$ cat src/rtl/ccp_pkg.sv
package ccp_pkg;
  localparam int ADDR_W   = 7;
  localparam int DATA_W   = 9;
  localparam int WORD_W   = ADDR_W + DATA_W;
  localparam int NREG     = 16;
  localparam int RST_ADDR = 15;
  localparam int SMP_ADDR = 8;
  localparam int DIV_BIT  = 6;

  function automatic logic [DATA_W-1:0] reg_default(input int a);
    case (a)
      0, 1:    return 9'h097;
      2, 3:    return 9'h079;
      4:       return 9'h00A;
      6:       return 9'h09F;
      default: return '0;
    endcase
  endfunction
endpackage

$ cat src/rtl/ccp_serial_rx.sv
module ccp_serial_rx #(
  parameter int ADDR_W = 7,
  parameter int DATA_W = 9,
  parameter int SYNC_STAGES = 2
) (
  input  logic              clk,
  input  logic              rst,
  input  logic              sclk,
  input  logic              sdin,
  input  logic              csb,
  output logic              wr_valid,
  output logic [ADDR_W-1:0] wr_addr,
  output logic [DATA_W-1:0] wr_data,
  output logic              sclk_rise
);
  localparam int WORD_W = ADDR_W + DATA_W;
  localparam int CNT_W  = $clog2(WORD_W + 2);

  logic [SYNC_STAGES-1:0] sclk_sy, sdin_sy, csb_sy;
  logic sclk_d, csb_d;
  logic [WORD_W-1:0] shreg;
  logic [CNT_W-1:0]  cnt;

  genvar s;
  generate
    for (s = 0; s < SYNC_STAGES; s++) begin : g_sync
      always_ff @(posedge clk) begin
        if (rst) begin
          sclk_sy[s] <= 1'b0;
          sdin_sy[s] <= 1'b0;
          csb_sy[s]  <= 1'b1;
        end else if (s == 0) begin
          sclk_sy[s] <= sclk;
          sdin_sy[s] <= sdin;
          csb_sy[s]  <= csb;
        end else begin
          sclk_sy[s] <= sclk_sy[s-1];
          sdin_sy[s] <= sdin_sy[s-1];
          csb_sy[s]  <= csb_sy[s-1];
        end
      end
    end
  endgenerate

  logic sclk_s, sdin_s, csb_s;
  assign sclk_s = sclk_sy[SYNC_STAGES-1];
  assign sdin_s = sdin_sy[SYNC_STAGES-1];
  assign csb_s  = csb_sy[SYNC_STAGES-1];

  logic sclk_up, csb_up, csb_dn;
  assign sclk_up = sclk_s & ~sclk_d;
  assign csb_up  = csb_s & ~csb_d;
  assign csb_dn  = ~csb_s & csb_d;

  always_ff @(posedge clk) begin
    if (rst) begin
      sclk_d    <= 1'b0;
      csb_d     <= 1'b1;
      shreg     <= '0;
      cnt       <= '0;
      wr_valid  <= 1'b0;
      wr_addr   <= '0;
      wr_data   <= '0;
      sclk_rise <= 1'b0;
    end else begin
      sclk_d    <= sclk_s;
      csb_d     <= csb_s;
      sclk_rise <= sclk_up;
      if (csb_dn) begin
        cnt <= '0;
      end else if (sclk_up && !csb_s) begin
        shreg <= {shreg[WORD_W-2:0], sdin_s};
        if (cnt <= CNT_W'(WORD_W)) cnt <= cnt + 1'b1;
      end
      wr_valid <= csb_up && (cnt == CNT_W'(WORD_W));
      wr_addr  <= shreg[WORD_W-1:DATA_W];
      wr_data  <= shreg[DATA_W-1:0];
    end
  end

  a_r1_single_pulse: assert property (@(posedge clk) disable iff (rst)
    wr_valid |=> !wr_valid);
  a_r10_write_needs_select_rise: assert property (@(posedge clk) disable iff (rst)
    wr_valid |-> csb_d);
endmodule

$ cat src/rtl/ccp_regfile.sv
module ccp_regfile
  import ccp_pkg::*;
(
  input  logic              clk,
  input  logic              rst,
  input  logic              wr_valid,
  input  logic [ADDR_W-1:0] wr_addr,
  input  logic [DATA_W-1:0] wr_data,
  input  logic              sclk_rise,
  input  logic [ADDR_W-1:0] rd_addr,
  output logic [DATA_W-1:0] rd_data,
  output logic              sw_rst,
  output logic              div_sel
);
  localparam int IDX_W = $clog2(NREG);

  logic [NREG-1:0][DATA_W-1:0] q;

  genvar g;
  generate
    for (g = 0; g < NREG; g++) begin : g_reg
      localparam logic [DATA_W-1:0] DEF = reg_default(g);
      logic hit;
      assign hit = wr_valid && (wr_addr == ADDR_W'(g));
      if (g == RST_ADDR) begin : g_keep
        always_ff @(posedge clk) begin
          if (rst)      q[g] <= DEF;
          else if (hit) q[g] <= wr_data;
        end
        a_r5_keep_through_reset: assert property (@(posedge clk) disable iff (rst)
          sw_rst && !hit |=> $stable(q[g]));
      end else begin : g_norm
        always_ff @(posedge clk) begin
          if (rst)         q[g] <= DEF;
          else if (sw_rst) q[g] <= DEF;
          else if (hit)    q[g] <= wr_data;
        end
        a_r6_soft_clear: assert property (@(posedge clk) disable iff (rst)
          sw_rst |=> (q[g] == DEF));
      end
    end
  endgenerate

  always_ff @(posedge clk) begin
    if (rst) begin
      sw_rst  <= 1'b0;
      rd_data <= '0;
    end else begin
      if (sw_rst && sclk_rise)
        sw_rst <= 1'b0;
      else if (wr_valid && wr_addr == ADDR_W'(RST_ADDR) && wr_data == '0)
        sw_rst <= 1'b1;
      rd_data <= (rd_addr < ADDR_W'(NREG)) ? q[rd_addr[IDX_W-1:0]] : '0;
    end
  end

  assign div_sel = q[SMP_ADDR][DIV_BIT];

  a_r3_trigger: assert property (@(posedge clk) disable iff (rst)
    wr_valid && wr_addr == ADDR_W'(RST_ADDR) && wr_data == '0 && !sw_rst |=> sw_rst);
  a_r4_release: assert property (@(posedge clk) disable iff (rst)
    sw_rst && sclk_rise |=> !sw_rst);
endmodule

$ cat src/rtl/ccp_ce_gen.sv
module ccp_ce_gen (
  input  logic clk,
  input  logic rst,
  input  logic div_sel,
  output logic core_ce
);
  logic phase, sel, armed;

  always_ff @(posedge clk) begin
    if (rst) begin
      phase   <= 1'b0;
      sel     <= 1'b0;
      core_ce <= 1'b0;
    end else begin
      phase   <= ~phase;
      if (phase) sel <= div_sel;
      core_ce <= ~sel | ~phase;
    end
  end

  always_ff @(posedge clk) begin
    if (rst) armed <= 1'b0;
    else     armed <= 1'b1;
  end

  a_r8_no_double_gap: assert property (@(posedge clk) disable iff (rst)
    armed && !core_ce |=> core_ce);
  a_r9_ce_low_in_reset: assert property (@(posedge clk)
    rst |=> !core_ce);
endmodule

$ cat src/rtl/codec_ctrl_port.sv
module codec_ctrl_port
  import ccp_pkg::*;
(
  input  logic              clk,
  input  logic              rst,
  input  logic              sclk,
  input  logic              sdin,
  input  logic              csb,
  input  logic [ADDR_W-1:0] rd_addr,
  output logic [DATA_W-1:0] rd_data,
  output logic              sw_rst,
  output logic              core_ce
);
  logic              wr_valid;
  logic [ADDR_W-1:0] wr_addr;
  logic [DATA_W-1:0] wr_data;
  logic              sclk_rise;
  logic              div_sel;

  ccp_serial_rx #(.ADDR_W(ADDR_W), .DATA_W(DATA_W), .SYNC_STAGES(2)) i_rx (
    .clk(clk), .rst(rst), .sclk(sclk), .sdin(sdin), .csb(csb),
    .wr_valid(wr_valid), .wr_addr(wr_addr), .wr_data(wr_data),
    .sclk_rise(sclk_rise)
  );

  ccp_regfile i_regs (
    .clk(clk), .rst(rst), .wr_valid(wr_valid), .wr_addr(wr_addr),
    .wr_data(wr_data), .sclk_rise(sclk_rise), .rd_addr(rd_addr),
    .rd_data(rd_data), .sw_rst(sw_rst), .div_sel(div_sel)
  );

  ccp_ce_gen i_ce (
    .clk(clk), .rst(rst), .div_sel(div_sel), .core_ce(core_ce)
  );
endmodule

$ cat config.mk
export PLATFORM = sky130hd
export DESIGN_NAME = codec_ctrl_port
export DESIGN_NICKNAME = d
export VERILOG_FILES = /design/src/rtl/ccp_pkg.sv /design/src/rtl/ccp_serial_rx.sv /design/src/rtl/ccp_regfile.sv /design/src/rtl/ccp_ce_gen.sv /design/src/rtl/codec_ctrl_port.sv
export SDC_FILE = /design/constraint.sdc
export NUM_CORES = 1
export LEC_CHECK = 0
export BUFFER_PORTS_ARGS = -buffer_cell sky130_fd_sc_hd__buf_2
export CAP_MARGIN = 30
export CORE_MARGIN = 3
export CORE_UTILIZATION = 65
export CTS_CLUSTER_SIZE = 8
export DETAILED_ROUTE_END_ITERATION = 6
export PLACE_DENSITY_LB_ADDON = 0.05
export SLEW_MARGIN = 20
export SYNTH_ARGS = -nofsm -noshare
export SYNTH_HDL_FRONTEND = slang
export SYNTH_SLANG_ARGS = --single-unit
export TNS_END_PERCENT = 1
$ cat constraint.sdc
create_clock -name clk -period 3.3 [get_ports clk]
set_input_delay 0.165 -clock clk [delete_from_list [all_inputs] [get_ports clk]]
set_output_delay 0.165 -clock clk [all_outputs]
set_load 0.05 [all_outputs]
After elaboration in Yosys (flattened, before gate mapping) --
Index checks and enable logic that the tools add are counted.
Operators by class: divide/modulo/power cells 0, shift-type cells 0, reduce and logical (&&, ||, !) cells 29, order comparisons 3, bitwise logic cells 11, $add $sub $neg 1, equal/unequal tests 16, multipliers 0, multiplexer cells 2
Operators with widths (number):
- $eq 7x4->1 const B | 8
- $bmux 9 s4 | 1
- $eq 7x3->1 const B | 4
- $logic_and 1x1->1 | 20
- $eq 7x2->1 const B | 2
- $logic_not 9->1 | 1
- $mux 9 | 1
- $reduce_or 2->1 | 4
- $eq 7x1->1 const B | 1
- $logic_not 7->1 | 1
- $lt 7x5->1 const B | 1
- $not 1->1 | 7
- $add 5x1->5 const B | 1
- $eq 5x5->1 const B | 1
- $le 5x5->1 const B | 1
- $lt 4x5->1 const B | 1
- $reduce_and 2->1 | 2
- $and 1x1->1 | 3
- $logic_not 1->1 | 1
- $or 1x1->1 | 1
Word-level totals: input bits 12, bits in read-only memories 0, register bits after elaboration 204, bits in writable memories 0, output and inout port bits 11, word-level logic and storage cells 97, memories 0, bits in latches 0

Logic depth before layout (Yosys ltp) --
depth in word-level cells 4, mapped depth 6, depth with buffers taken out 6

Cells and area by module --
Synthesis repeated with hierarchy kept, for this count alone.
Unflattened totals: cell total of the unflattened synthesis 802, area, all modules 8510.7 µm²
Modules (own cells, without submodules):
- ccp_regfile | seq. area each 3083.0 µm², area each 6832.8 µm², cells an instance 636, instances 1
- ccp_serial_rx | seq. area each 940.9 µm², area each 1595.3 µm², cells an instance 159, instances 1
- ccp_ce_gen | seq. area each 60.1 µm², area each 82.6 µm², cells an instance 7, instances 1

Worst setup path after synthesis --
Ideal clock, no wire load.
path type register to register, from reg i_regs.sw_rst, to reg i_regs.q, in the netlist i_regs.div_sel, path buffers 3, data required time 3.172 ns, clock period less this slack 1.818 ns, setup time 0.128 ns, data arrival time 1.690 ns, cell stages (with the launch flop) 6, path slack 1.482 ns, path through dfxtp_1 > or2_2 > clkbuf_1 > clkbuf_1 > clkbuf_1 > nor2_1
On the way: word-level cells in the longest chain between the ends 1
RTL lines:
- from (decl) | line ccp_regfile.sv:12 | output logic sw_rst,
- from (signal assigned) | line ccp_regfile.sv:46 | sw_rst <= 1'b0;
- from (signal assigned) | line ccp_regfile.sv:50 | sw_rst <= 1'b0;
- from (signal assigned) | line ccp_regfile.sv:52 | sw_rst <= 1'b1;
- $reduce_or 2->1 (no source line)
- to (signal, indexed assignment) | line ccp_regfile.sv:36 | else if (hit) q[g] <= wr_data;
- to (decl) | line ccp_regfile.sv:17 | logic [NREG-1:0][DATA_W-1:0] q;
Every way passes these cells. A chain may end at the register's enable or synchronous reset.

Worst setup path in the final report --
from reg i_rx.wr_addr[5], to reg i_regs.q[50] (netlist name)
On the way: word-level cells in the longest chain between the ends 2
RTL lines:
- from (decl) | line ccp_serial_rx.sv:12 | output logic [ADDR_W-1:0] wr_addr,
- from (signal assigned) | line ccp_serial_rx.sv:76 | wr_addr <= shreg[WORD_W-1:DATA_W];
- $eq 7x3->1 | line ccp_regfile.sv:24 | assign hit = wr_valid && (wr_addr == ADDR_W'(g));
- $logic_and 1x1->1 | line ccp_regfile.sv:24
Every way passes these cells.

==> results.json <==
{
  "clock_skew_ns": 0.00725,
  "grt-ovfl-total": 0,
  "place.gp.congestion": 0.842,
  "hold_start": "rd_addr[2]",
  "design_area_um2": 9290,
  "die_w_um": 119,
  "setup_violations": 0,
  "crit_type": "reg -> reg",
  "powerDensity_nw_per_um2": 561,
  "fin_tns_setup_ns": 0,
  "synth_cells": 798,
  "slowest_delay_ns": 0.82,
  "tritoncts": "built",
  "synth_area_leaders": "dfxtp_1 (49%), mux2i_1 (19%), mux4_2 (7.6%), nor2_1 (5.7%), nand2_1 (3.1%)",
  "yosysSeqAreaShare_pct": 48.9,
  "antenna_left": 0,
  "grt_max_degree": 59,
  "post-dp-hpwl_um": 11800,
  "yosysMostFrequentCell": "dfxtp_1",
  "hold_viol_final": 0,
  "crit_chain": "or4b_4 > or4_1 > mux2i_1 > nor2_1",
  "crit_buf_inv": 0,
  "port_buffers": 22,
  "cts_resized": 0,
  "start_kind": "flop",
  "synth_edf_count": 0,
  "max_slew.worst_pin.slew_ns": 0.881,
  "finalWirelength_um": 18900,
  "hp-class": "in -> reg",
  "num_rows": 40,
  "crit_start": "i_rx.wr_addr[5]",
  "multi_input_area_um2": 3910,
  "synth_common_cells": "dfxtp_1 (204), mux2i_1 (162), nor2_1 (127), nand2_1 (70), clkbuf_1 (45)",
  "clock.fmax_ghz": 0.445,
  "grt_pass1_vias": 5858,
  "synth_top_area_share_pct": 48.9,
  "slew_headroom_pct": 41.2,
  "layout-drive-gt1-share_pct": 14.9,
  "ir_worst_vdd_mv": 0.422,
  "post-route-min-period_ns": 2.25,
  "postSynthAreaPerCell_um2": 10.5,
  "r2r-start": "i_rx.wr_addr[5]",
  "htreeDepth": 1,
  "syn-num-nets": 812,
  "cp_top_family": "simple AND/OR/NAND/NOR gates",
  "cts_made_buffers": 29,
  "avgViaCountPerCell": 5.98,
  "cp-end-kind": "flop",
  "num-fill-cells": 854,
  "cp_data_arrival_time_ns": 2.66,
  "antenna_cells": 0,
  "leakagePower_nw": 3.65,
  "nets": 811,
  "clockRootBuffer": "clkbuf_16",
  "maxSlewViolCount": 0,
  "outcome": "completed",
  "die-area_um2": 14200,
  "initial_core_util_pct": 68.1,
  "post-route-period-util_pct": 68.1,
  "syn_area_um2": 8350,
  "final_core_util_pct": 75.7,
  "core_area_um2": 12300,
  "syn2layout_area_growth_pct": 11.3,
  "yosys_warnings": 0,
  "clk_pin_slew_ns": 0.05,
  "slowest_stage": "or4_1",
  "yosys_register_bits": 204,
  "synth_ff_type": "dfxtp_1",
  "synth_top_area_cell": "dfxtp_1",
  "pin_count": 23,
  "grtUsageTotal_pct": 27.1,
  "cp_num_cells": 4,
  "clock-sinks": 204,
  "grt_first_pass_wirelength_um": 30700,
  "r2r_cells": 4,
  "antenna_found_initial": 0,
  "place_area_um2": 8470,
  "avgRoutedWirePerCell_um": 19.6,
  "vias": 5772,
  "drt-initial-drc-count": 450,
  "required_ns": 3.71,
  "clockBufferDepth": 3,
  "seq_area_um2": 4080,
  "holdPathStages": 2,
  "die-height_um": 119,
  "critPathMaxFanout": 14,
  "drt_pre_antenna_iters": 5,
  "clk_latency_ns": 0.53,
  "hold_slack_ns": 0.0982,
  "async_flop_share_pct": 0,
  "drc": 0,
  "rsz0062_at_grt": "no",
  "drv_cap": 0,
  "synth_cell_type_count": 40
}
==> layout make-up <==
type,count,area share (%)
Inverter,5,0.202
Clock buffer,29,7.81
Clock inverter,2,0.539
Multi-Input combinational cell,514,42.1
Sequential cell,204,44.0
Timing Repair Buffer,43,3.10
Tap cell,168,2.26
==> cell usage in the layout, fill, tap and decap left out, drive strengths merged, types with 2 or more instances in the layout <==
cell         synthesis  layout
ha                   2       2
dlygate4sd3          0       3
mux2i              162     162
nor4b                3       3
nand2b               4       4
clkbuf              45      29
or2                  4       4
mux4                28      28
dfxtp              204     204
nor3b                2       2
nor4                 7       7
buf                 30      40
or4                  3       3
mux2                 2       2
nor2               127     127
nor2b               25      25
or3b                 4       4
o211ai               8       8
nor3                 5       5
nand2               70      70
nand3               10      10
a21oi               19      19
a22oi               16      16
xnor2                2       2
inv                  5       6
nand4b               2       2
==> registers in the layout, summed over array words and instances, names as in the netlist, 5 cells and up <==
register,cells
i_regs.q,143
i_regs.rd_data,9
i_rx.cnt,5
i_rx.shreg,16
i_rx.wr_addr,7
i_rx.wr_data,9
==> timing repair <==
action / in CTS / in global routing
hold buffers: 3 / 0
setup buffers: 0 / 0
endpoints found under the setup margin: 0 / 0
hold endpoints to repair: 3 / 0
==> worst paths after layout <==
kind                                          end  slack, ns
worst max-delay path                 i_regs.q[50]       1.05
worst min-delay path            i_regs.rd_data[5]        0.1
worst max register to register       i_regs.q[50]       1.05
worst min register to register         i_rx.csb_s       0.41
==> cell families (layout without fill, tap and decap cells) <==
kind of cell	Yosys count	in the layout	synth area share (%)
xor+xnor	3	3	0.315
buf+inv	80	79	4.48
compound gates	47	47	3.69
mux	192	192	27.3
fa+ha+maj	2	2	0.300
flops	204	204	48.9
simple gates	270	270	15.0
==> report_power, final <==
| part | internal [W] | total (W) | leakage [nW] | switching (W) |
|---|---|---|---|---|
| sequential | 0.00248 | 0.00248 | 1.65 | 0.00000360 |
| clock | 0.00161 | 0.00258 | 0.381 | 0.000966 |
| combinational | 0.0000517 | 0.000152 | 1.63 | 0.000100 |
==> metal layers <==
layer	up-vias	wire length [um]	global-route usage, %
li1	2717	-	-
met1	2834	8330	36.3
met2	168	8790	43.1
met3	53	955	4.65
met4	0	824	12.3
met5	-	0	0
==> metrics by stage <==
| step | std cells | setup slack (ns) | power (W) |
|---|---|---|---|
| 3_5_place_dp | 930 | 1.01 | 0.00268 |
| 3_3_place_gp | 930 | 1.09 | 0.00267 |
| 5_1_grt | 965 | 0.852 | 0.00537 |
| 4_1_cts | 964 | 0.975 | 0.00525 |
| 6_report | 965 | 1.05 | 0.00521 |
| 2_1_floorplan | 798 | 1.48 | 0.00263 |
Note: power is estimated with default switching activity, not from simulation.
